$ cat src/rtl/ecc_agg_pkg.sv
package ecc_agg_pkg;

    typedef enum logic [1:0] {
        EV_NONE = 2'b00,
        EV_SEC  = 2'b01,
        EV_DED  = 2'b10,
        EV_PAR  = 2'b11
    } ev_kind_e;

    function automatic logic kind_is_ce(input logic [1:0] k);
        return k == EV_SEC;
    endfunction

    function automatic logic kind_is_ue(input logic [1:0] k);
        return (k == EV_DED) || (k == EV_PAR);
    endfunction

endpackage

$ cat src/rtl/ecc_agg_slot.sv
module ecc_agg_slot
    import ecc_agg_pkg::*;
#(
    parameter int ADDR_W = 10,
    parameter int BIT_W  = 6,
    parameter int CNT_W  = 4
) (
    input  logic              clk,
    input  logic              rst_n,
    input  logic              ev_vld,
    input  logic [1:0]        ev_kind,
    input  logic [ADDR_W-1:0] ev_addr,
    input  logic [BIT_W-1:0]  ev_bit0,
    input  logic [BIT_W-1:0]  ev_bit1,
    input  logic              clr_ce,
    input  logic              clr_ue,
    output logic [CNT_W-1:0]  ce_cnt,
    output logic [ADDR_W-1:0] ce_addr,
    output logic [BIT_W-1:0]  ce_bit,
    output logic [CNT_W-1:0]  ue_cnt,
    output logic [ADDR_W-1:0] ue_addr,
    output logic [BIT_W-1:0]  ue_bit0,
    output logic [BIT_W-1:0]  ue_bit1
);

    localparam logic [CNT_W-1:0] CNT_MAX = {CNT_W{1'b1}};

    typedef struct packed {
        logic [CNT_W-1:0]  ce_cnt;
        logic [ADDR_W-1:0] ce_addr;
        logic [BIT_W-1:0]  ce_bit;
        logic [CNT_W-1:0]  ue_cnt;
        logic [ADDR_W-1:0] ue_addr;
        logic [BIT_W-1:0]  ue_bit0;
        logic [BIT_W-1:0]  ue_bit1;
    } slot_t;

    slot_t st_d, st_q;
    logic  hit_ce, hit_ue;

    always_comb begin
        hit_ce = ev_vld && kind_is_ce(ev_kind);
        hit_ue = ev_vld && kind_is_ue(ev_kind);
        st_d   = st_q;
        // a clear is applied first so that a same-cycle event starts a fresh record
        if (clr_ce) begin
            st_d.ce_cnt  = '0;
            st_d.ce_addr = '0;
            st_d.ce_bit  = '0;
        end
        if (clr_ue) begin
            st_d.ue_cnt  = '0;
            st_d.ue_addr = '0;
            st_d.ue_bit0 = '0;
            st_d.ue_bit1 = '0;
        end
        if (hit_ce) begin
            if (st_d.ce_cnt == '0) begin
                st_d.ce_addr = ev_addr;
                st_d.ce_bit  = ev_bit0;
            end
            if (st_d.ce_cnt != CNT_MAX) st_d.ce_cnt = st_d.ce_cnt + 1'b1;
        end
        if (hit_ue) begin
            if (st_d.ue_cnt == '0) begin
                st_d.ue_addr = ev_addr;
                st_d.ue_bit0 = ev_bit0;
                st_d.ue_bit1 = ev_bit1;
            end
            if (st_d.ue_cnt != CNT_MAX) st_d.ue_cnt = st_d.ue_cnt + 1'b1;
        end
    end

    always_ff @(posedge clk or negedge rst_n) begin
        if (!rst_n) st_q <= '0;
        else        st_q <= st_d;
    end

    assign ce_cnt  = st_q.ce_cnt;
    assign ce_addr = st_q.ce_addr;
    assign ce_bit  = st_q.ce_bit;
    assign ue_cnt  = st_q.ue_cnt;
    assign ue_addr = st_q.ue_addr;
    assign ue_bit0 = st_q.ue_bit0;
    assign ue_bit1 = st_q.ue_bit1;

    AST_CE_INFO_HOLD: assert property (@(posedge clk) disable iff (!rst_n)
        (ce_cnt != '0 && !clr_ce) |=> ($stable(ce_addr) && $stable(ce_bit)));
    AST_UE_INFO_HOLD: assert property (@(posedge clk) disable iff (!rst_n)
        (ue_cnt != '0 && !clr_ue) |=> ($stable(ue_addr) && $stable(ue_bit0) && $stable(ue_bit1)));
    AST_NO_WRAP: assert property (@(posedge clk) disable iff (!rst_n)
        (ce_cnt == CNT_MAX && !clr_ce) |=> (ce_cnt == CNT_MAX));
    AST_PAR_NOT_CE: assert property (@(posedge clk) disable iff (!rst_n)
        (ev_vld && ev_kind == EV_PAR && !clr_ce) |=> $stable(ce_cnt));
    AST_IDLE_NO_CHANGE: assert property (@(posedge clk) disable iff (!rst_n)
        ((!ev_vld || ev_kind == EV_NONE) && !clr_ce && !clr_ue) |=> ($stable(ce_cnt) && $stable(ue_cnt)));
    AST_CLEAR_CE: assert property (@(posedge clk) disable iff (!rst_n)
        (clr_ce && !(ev_vld && ev_kind == EV_SEC)) |=> (ce_cnt == '0));

endmodule

$ cat src/rtl/ecc_agg_rd_mux.sv
module ecc_agg_rd_mux #(
    parameter int NUM_EP = 4,
    parameter int REC_W  = 8,
    parameter int SEL_W  = 3
) (
    input  logic [NUM_EP*REC_W-1:0] rec_flat,
    input  logic [SEL_W-1:0]        sel,
    output logic [REC_W-1:0]        rec_out
);

    always_comb begin
        rec_out = '0;
        for (int k = 0; k < NUM_EP; k++) begin
            if (sel == SEL_W'(k)) rec_out = rec_flat[k*REC_W +: REC_W];
        end
    end

endmodule

$ cat src/rtl/ecc_agg_irq.sv
module ecc_agg_irq #(
    parameter int NUM_EP = 4,
    parameter int CNT_W  = 4
) (
    input  logic [NUM_EP*CNT_W-1:0] ce_cnts,
    input  logic [NUM_EP*CNT_W-1:0] ue_cnts,
    output logic                    irq_ce,
    output logic                    irq_ue
);

    logic [NUM_EP-1:0] ce_any, ue_any;

    for (genvar g = 0; g < NUM_EP; g++) begin : g_nz
        assign ce_any[g] = |ce_cnts[g*CNT_W +: CNT_W];
        assign ue_any[g] = |ue_cnts[g*CNT_W +: CNT_W];
    end

    assign irq_ce = |ce_any;
    assign irq_ue = |ue_any;

endmodule

$ cat src/rtl/ecc_err_collect.sv
module ecc_err_collect #(
    parameter int NUM_EP = 4,
    parameter int ADDR_W = 10,
    parameter int BIT_W  = 6,
    parameter int CNT_W  = 4,
    parameter int SEL_W  = $clog2(NUM_EP) + 1
) (
    input  logic                     clk,
    input  logic                     rst_n,
    input  logic [NUM_EP-1:0]        ep_vld,
    input  logic [2*NUM_EP-1:0]      ep_kind,
    input  logic [NUM_EP*ADDR_W-1:0] ep_addr,
    input  logic [NUM_EP*BIT_W-1:0]  ep_bit0,
    input  logic [NUM_EP*BIT_W-1:0]  ep_bit1,
    input  logic                     clr_vld,
    input  logic [SEL_W-1:0]         clr_sel,
    input  logic                     clr_ce,
    input  logic                     clr_ue,
    input  logic [SEL_W-1:0]         rd_sel,
    output logic [CNT_W-1:0]         rd_ce_cnt,
    output logic [ADDR_W-1:0]        rd_ce_addr,
    output logic [BIT_W-1:0]         rd_ce_bit,
    output logic [CNT_W-1:0]         rd_ue_cnt,
    output logic [ADDR_W-1:0]        rd_ue_addr,
    output logic [BIT_W-1:0]         rd_ue_bit0,
    output logic [BIT_W-1:0]         rd_ue_bit1,
    output logic                     irq_ce,
    output logic                     irq_ue
);

    localparam int REC_W = 2*CNT_W + 2*ADDR_W + 3*BIT_W;

    logic [NUM_EP*REC_W-1:0] rec_flat;
    logic [NUM_EP*CNT_W-1:0] ce_cnts, ue_cnts;
    logic [REC_W-1:0]        rec_sel;

    for (genvar g = 0; g < NUM_EP; g++) begin : g_ep
        logic              clr_ce_g, clr_ue_g;
        logic [CNT_W-1:0]  s_ce_cnt, s_ue_cnt;
        logic [ADDR_W-1:0] s_ce_addr, s_ue_addr;
        logic [BIT_W-1:0]  s_ce_bit, s_ue_bit0, s_ue_bit1;

        assign clr_ce_g = clr_vld && clr_ce && (clr_sel == SEL_W'(g));
        assign clr_ue_g = clr_vld && clr_ue && (clr_sel == SEL_W'(g));

        ecc_agg_slot #(
            .ADDR_W (ADDR_W),
            .BIT_W  (BIT_W),
            .CNT_W  (CNT_W)
        ) u_slot (
            .clk     (clk),
            .rst_n   (rst_n),
            .ev_vld  (ep_vld[g]),
            .ev_kind (ep_kind[2*g +: 2]),
            .ev_addr (ep_addr[g*ADDR_W +: ADDR_W]),
            .ev_bit0 (ep_bit0[g*BIT_W +: BIT_W]),
            .ev_bit1 (ep_bit1[g*BIT_W +: BIT_W]),
            .clr_ce  (clr_ce_g),
            .clr_ue  (clr_ue_g),
            .ce_cnt  (s_ce_cnt),
            .ce_addr (s_ce_addr),
            .ce_bit  (s_ce_bit),
            .ue_cnt  (s_ue_cnt),
            .ue_addr (s_ue_addr),
            .ue_bit0 (s_ue_bit0),
            .ue_bit1 (s_ue_bit1)
        );

        assign rec_flat[g*REC_W +: REC_W] =
            {s_ce_cnt, s_ce_addr, s_ce_bit, s_ue_cnt, s_ue_addr, s_ue_bit0, s_ue_bit1};
        assign ce_cnts[g*CNT_W +: CNT_W] = s_ce_cnt;
        assign ue_cnts[g*CNT_W +: CNT_W] = s_ue_cnt;
    end

    ecc_agg_rd_mux #(
        .NUM_EP (NUM_EP),
        .REC_W  (REC_W),
        .SEL_W  (SEL_W)
    ) u_rd_mux (
        .rec_flat (rec_flat),
        .sel      (rd_sel),
        .rec_out  (rec_sel)
    );

    assign {rd_ce_cnt, rd_ce_addr, rd_ce_bit, rd_ue_cnt, rd_ue_addr, rd_ue_bit0, rd_ue_bit1} = rec_sel;

    ecc_agg_irq #(
        .NUM_EP (NUM_EP),
        .CNT_W  (CNT_W)
    ) u_irq (
        .ce_cnts (ce_cnts),
        .ue_cnts (ue_cnts),
        .irq_ce  (irq_ce),
        .irq_ue  (irq_ue)
    );

    AST_IRQ_CE_RISE: assert property (@(posedge clk) disable iff (!rst_n)
        $rose(irq_ce) |-> $past(|ep_vld));
    AST_IRQ_UE_RISE: assert property (@(posedge clk) disable iff (!rst_n)
        $rose(irq_ue) |-> $past(|ep_vld));
    AST_IRQ_CE_FALL: assert property (@(posedge clk) disable iff (!rst_n)
        $fell(irq_ce) |-> $past(clr_vld && clr_ce));
    AST_IRQ_UE_FALL: assert property (@(posedge clk) disable iff (!rst_n)
        $fell(irq_ue) |-> $past(clr_vld && clr_ue));
    AST_OOR_READ_ZERO: assert property (@(posedge clk) disable iff (!rst_n)
        (int'(rd_sel) >= NUM_EP) |-> (rd_ce_cnt == '0 && rd_ue_cnt == '0));

endmodule

$ cat config.mk
export PLATFORM = sky130hd
export DESIGN_NAME = ecc_err_collect
export DESIGN_NICKNAME = d
export VERILOG_FILES = /design/src/rtl/ecc_agg_pkg.sv /design/src/rtl/ecc_agg_slot.sv /design/src/rtl/ecc_agg_rd_mux.sv /design/src/rtl/ecc_agg_irq.sv /design/src/rtl/ecc_err_collect.sv
export SDC_FILE = /design/constraint.sdc
export NUM_CORES = 1
export LEC_CHECK = 0
export ABC_AREA = 0
export BUFFER_PORTS_ARGS = -buffer_cell sky130_fd_sc_hd__buf_4
export CAP_MARGIN = 0
export CORE_MARGIN = 10
export CORE_UTILIZATION = 45
export CTS_CLUSTER_SIZE = 10
export DETAILED_ROUTE_END_ITERATION = 12
export PLACE_DENSITY = 0.69
export SLEW_MARGIN = 20
export SYNTH_ARGS = -nofsm -noshare
export SYNTH_HDL_FRONTEND = slang
export SYNTH_SLANG_ARGS = --single-unit
$ cat constraint.sdc
create_clock -name clk -period 1.7 [get_ports clk]
set_input_delay 0.255 -clock clk [delete_from_list [all_inputs] [get_ports clk]]
set_output_delay 0.255 -clock clk [all_outputs]
set_load 0.005 [all_outputs]
==> summary.md <==
| Metric | Value |
|---|---|
| Run status | `complete, but fails checks` |
| Failing checks | `negative setup slack` |
| Final wirelength | `31.5 mm` |
| Critical Path RT | `about 1.4 ns` |
| Total Routing Usage GR | `0.233` |
| Die width | `around 160 µm` |
| Fraction of layout cells with a size suffix above 1 | `0.451` |
| Global-route wire length before repair | `between 40 and 50 mm` |
| I/O pins | `~160` |
| Critical path arrival | `1.75 ns` |
| Largest stage delay, worst path | `~0.42 ns` |
| Clk slew on worst S/H paths | `0.07 ns` |
| Clock Sinks | `184` |
| Initial Util | `0.462` |
| Hold_ws | `roughly 0.033 ns` |
| Delay-heaviest family, CP | `simple AND/OR/NAND/NOR gates` |
| Netlist cell types | `48` |
| DR vias | `7,573` |
| Final Skew | `0.0130 ns` |
| CTS tree | `done` |
| CP max-delay cell | `dfrtp_1` |
| Max_slew headroom | `0.578` |
| Synth Warn # | `0` |
| RR Endpoint | `g_ep[2].u_slot.ue_bit0[3]$_DFF_PN0_` |
| Post-route cell area | `12,100 µm²` |
| Power Density | `1540 nW/µm²` |
| Cell-internal power | `12.8 mW` |
| Hold Path Stages | `2` |
| # H-tree levels | `4` |
| Buf+Inv Stages, Crit Path | `3` |
| Worst-path maximum fanout | `2` |
| # rows | `50` |
| Final worst setup slack | `-0.310 ns` |
| DR top layer | `met4` |
| Port-buffer cells | `158` |
| Post-route ant nets | `0` |
| Logic pwr share | `0.373` |
| Total grt overflow | `0` |
| Vias per inst | `6.36` |
| Die Footprint | `25,400 µm²` |
| Syn Area/Cell | `between 10 and 15 µm²` |
| Tmin final | `2.01 ns` |
| CP Cell Sequence | `nor4_2, buf_4, buf_6, nand4_1, buf_4` |
| Number of flops mapped to enable cells by yosys | `0` |
| Hold Fails Final Rpt | `0` |
| Async SR Flop Fraction | `1.00` |
| Fin crit share | `1.18` |
| Synthesized area | `8730 µm²` |
| Prevailing post-synth register cell | `dfrtp_1` |
| Starting DRT DRC Count | `748` |
| Final nets | `roughly 1,000` |
| Worst Tran Pin Value | `0.632 ns` |
| Antenna diodes | `0` |
| Switching Share | `0.311` |
| Synthesized instance count | `646` |
| Worst Hold Path EP | `g_ep[3].u_slot.ue_bit1[2]$_DFF_PN0_` |
| Setup CP Type | `flip-flop to primary output` |
| Clock buffer depth | `2` |
| Yosys reg bits | `between 150 and 200` |
| Post-Place Worst Slack | `-0.157 ns` |
| Min-delay src | `ep_bit1[20]` |
| Clk_lat worst skew | `0.44 ns` |
| R2R cell count | `5` |
| Metal2 WL | `15.5 mm` |
| M1 WL | `12.2 mm` |
| Max VDD drop | `roughly 0.00086 V` |
| Core Area | `18,900 µm²` |
| Beginning of the worst register-to-register path | `g_ep[2].u_slot.ue_cnt[1]$_DFF_PN0_` |
| Pin count of the biggest net entering global routing | `50` |
| WL/cell | `26.5 µm` |
| CP endpoint kind | `primary output` |
| DIE HEIGHT | `159 µm` |
| Clock Root Buffer | `clkbuf_16` |
| HP Class | `primary input to flip-flop` |
| Switching power | `5.78 mW` |
| Tot Pwr | `18.6 mW` |
| CP Launch Type | `flip-flop` |
| Vias in the first global route | `~7,800` |
| Residual DRC | `0` |
| Leak pwr | `5.62 nW` |
| Max Cap Viol | `0` |
| Post-synthesis sequential area ratio | `0.527` |
| Routability cong. | `0.833` |
| Setup violations, final | `70` |
| Clock share of power | `0.212` |
| Initial antenna violation count | `0` |
| Max Fclk | `498 MHz` |
| Max Slew Vio Count | `0` |
| Hpwl dp | `around 20 mm` |
| Area post-placement | `10,600 µm²` |
| Cell mode on critical path | `buf_4` |
| First drt pass iteration count | `5` |
| RSZ-0062 raised after global routing | `yes` |
| Synthesized Nets | `757` |
| P&R area growth vs syn | `38.1%` |
| Met3 WL post-DR | `3.06 mm` |
| Share of power burned in registers | `0.415` |
| Num CTS Buffers | `17` |
| Worst R2R Setup Slack | `-0.27 ns` |
| Setup_tns | `-13.87 ns` |
how the worst max path moves through the flow:
stage,cells past startpoint,to,start
2_1_floorplan,4,rd_ue_cnt[3],rd_sel[0]
3_3_place_gp,4,g_ep[3].u_slot.ce_addr[0]$_DFF_PN0_,clr_sel[1]
3_5_place_dp,4,g_ep[3].u_slot.ce_addr[2]$_DFF_PN0_,clr_sel[1]
4_1_cts,4,rd_ce_cnt[0],g_ep[1].u_slot.ce_cnt[0]$_DFF_PN0_
5_1_grt,3,rd_ce_cnt[0],g_ep[2].u_slot.ce_cnt[0]$_DFF_PN0_
6_report,5,irq_ce,g_ep[1].u_slot.ce_cnt[2]$_DFF_PN0_
final cells by class:
cell class | count | area [µm²]
inverters | 5 | 18.8
fillers | 1413 | 6830
clock buffers | 20 | 467
repair buffers | 305 | 2610
well taps | 260 | 325
flip-flops and latches | 184 | 4610
multi-input cells | 404 | 3920
clock inverters | 12 | 113
cells by family after synthesis:
group                  count (synthesis)  synth area share
flip-flops                           184             0.527
multiplexers                          54             0.129
buffers and inverters                 60            0.0360
AO/OA/AOI/OAI                        209             0.211
AND/OR/NAND/NOR                      139            0.0963
registers in the layout, summed over array words and instances (netlist names):
register / flops
g_ep.u_slot.ue_bit0: 24
g_ep.u_slot.ce_bit: 24
g_ep.u_slot.ue_bit1: 24
g_ep.u_slot.ce_cnt: 16
g_ep.u_slot.ue_addr: 40
g_ep.u_slot.ce_addr: 40
g_ep.u_slot.ue_cnt: 16
synthesized netlist by cell type, drive strengths merged, types with 3 or more instances:
master	instances	area, µm²
a211oi	8	60.1
a21o	4	31.3
a21oi	11	55.1
a22o	88	773
a22oi	7	72.6
a31oi	6	37.5
a32o	64	641
a41oi	7	61.3
and2	4	25.0
and3b	5	43.8
and4	4	35.0
and4b	5	50.1
buf	37	216
clkbuf	18	78.8
dfrtp	184	4600
inv	5	18.8
mux2	7	78.8
mux4	46	1040
nand2	13	48.8
nand3	9	45.0
nand3b	3	22.5
nand4	6	37.5
nor2	16	60.1
nor2b	47	294
nor3	12	60.1
nor4	8	50.1
o21ai	8	40.0
o2bb2ai	3	26.3
power by group through the flow:
stage	Sequential [mW]	Combinational, mW	Clock [mW]
3_5_place_dp	7.66	5.44	0
5_1_grt	7.89	7.36	4.17
2_1_floorplan	7.27	3.37	0
3_3_place_gp	7.53	5.22	0
6_report	7.71	6.94	3.95
4_1_cts	7.61	6.38	3.96
routing by layer:
| metal | track usage | vias up |
|---|---|---|
| met2 | 0.384 | 495 |
| met5 | 0 | - |
| li1 | - | 3166 |
| met3 | 0.0625 | 71 |
| met4 | 0.0754 | 0 |
| met1 | 0.292 | 3841 |
metrics by stage:
step,util,std cells
after CTS,0.620,1156
after floorplan,-,646
after global routing,0.638,1190
after detailed placement,0.563,1068
after global placement,0.563,1068
final,0.638,1190
timing repair:
item / 4_1_cts / 5_1_grt
setup endpoints to repair: 80 / 86
pin swaps: 3 / 21
gates resized for setup: 18 / 9
gates cloned: 0 / 5
hold buffers: 1 / 0
endpoints found under the hold margin: 35 / 0
setup buffers: 55 / 30
layout by cell type (no fill, tap or decap), types with 5 or more instances in the layout:
cell / instances
buf_4: 269
dfrtp_1: 182
a22o_1: 86
a32o_1: 64
mux4_2: 46
nor2b_1: 43
clkbuf_16: 19
buf_12: 18
nor2_1: 16
buf_6: 15
nand2_1: 13
nor3_1: 12
a21oi_1: 11
nand3_1: 9
a211oi_1: 8
o21ai_0: 8
mux2_2: 7
a22oi_2: 7
a41oi_1: 7
nand4_1: 6
a31oi_1: 6
inv_1: 5
and4b_1: 5
and3b_1: 5
(Power assumes the default switching activity.)
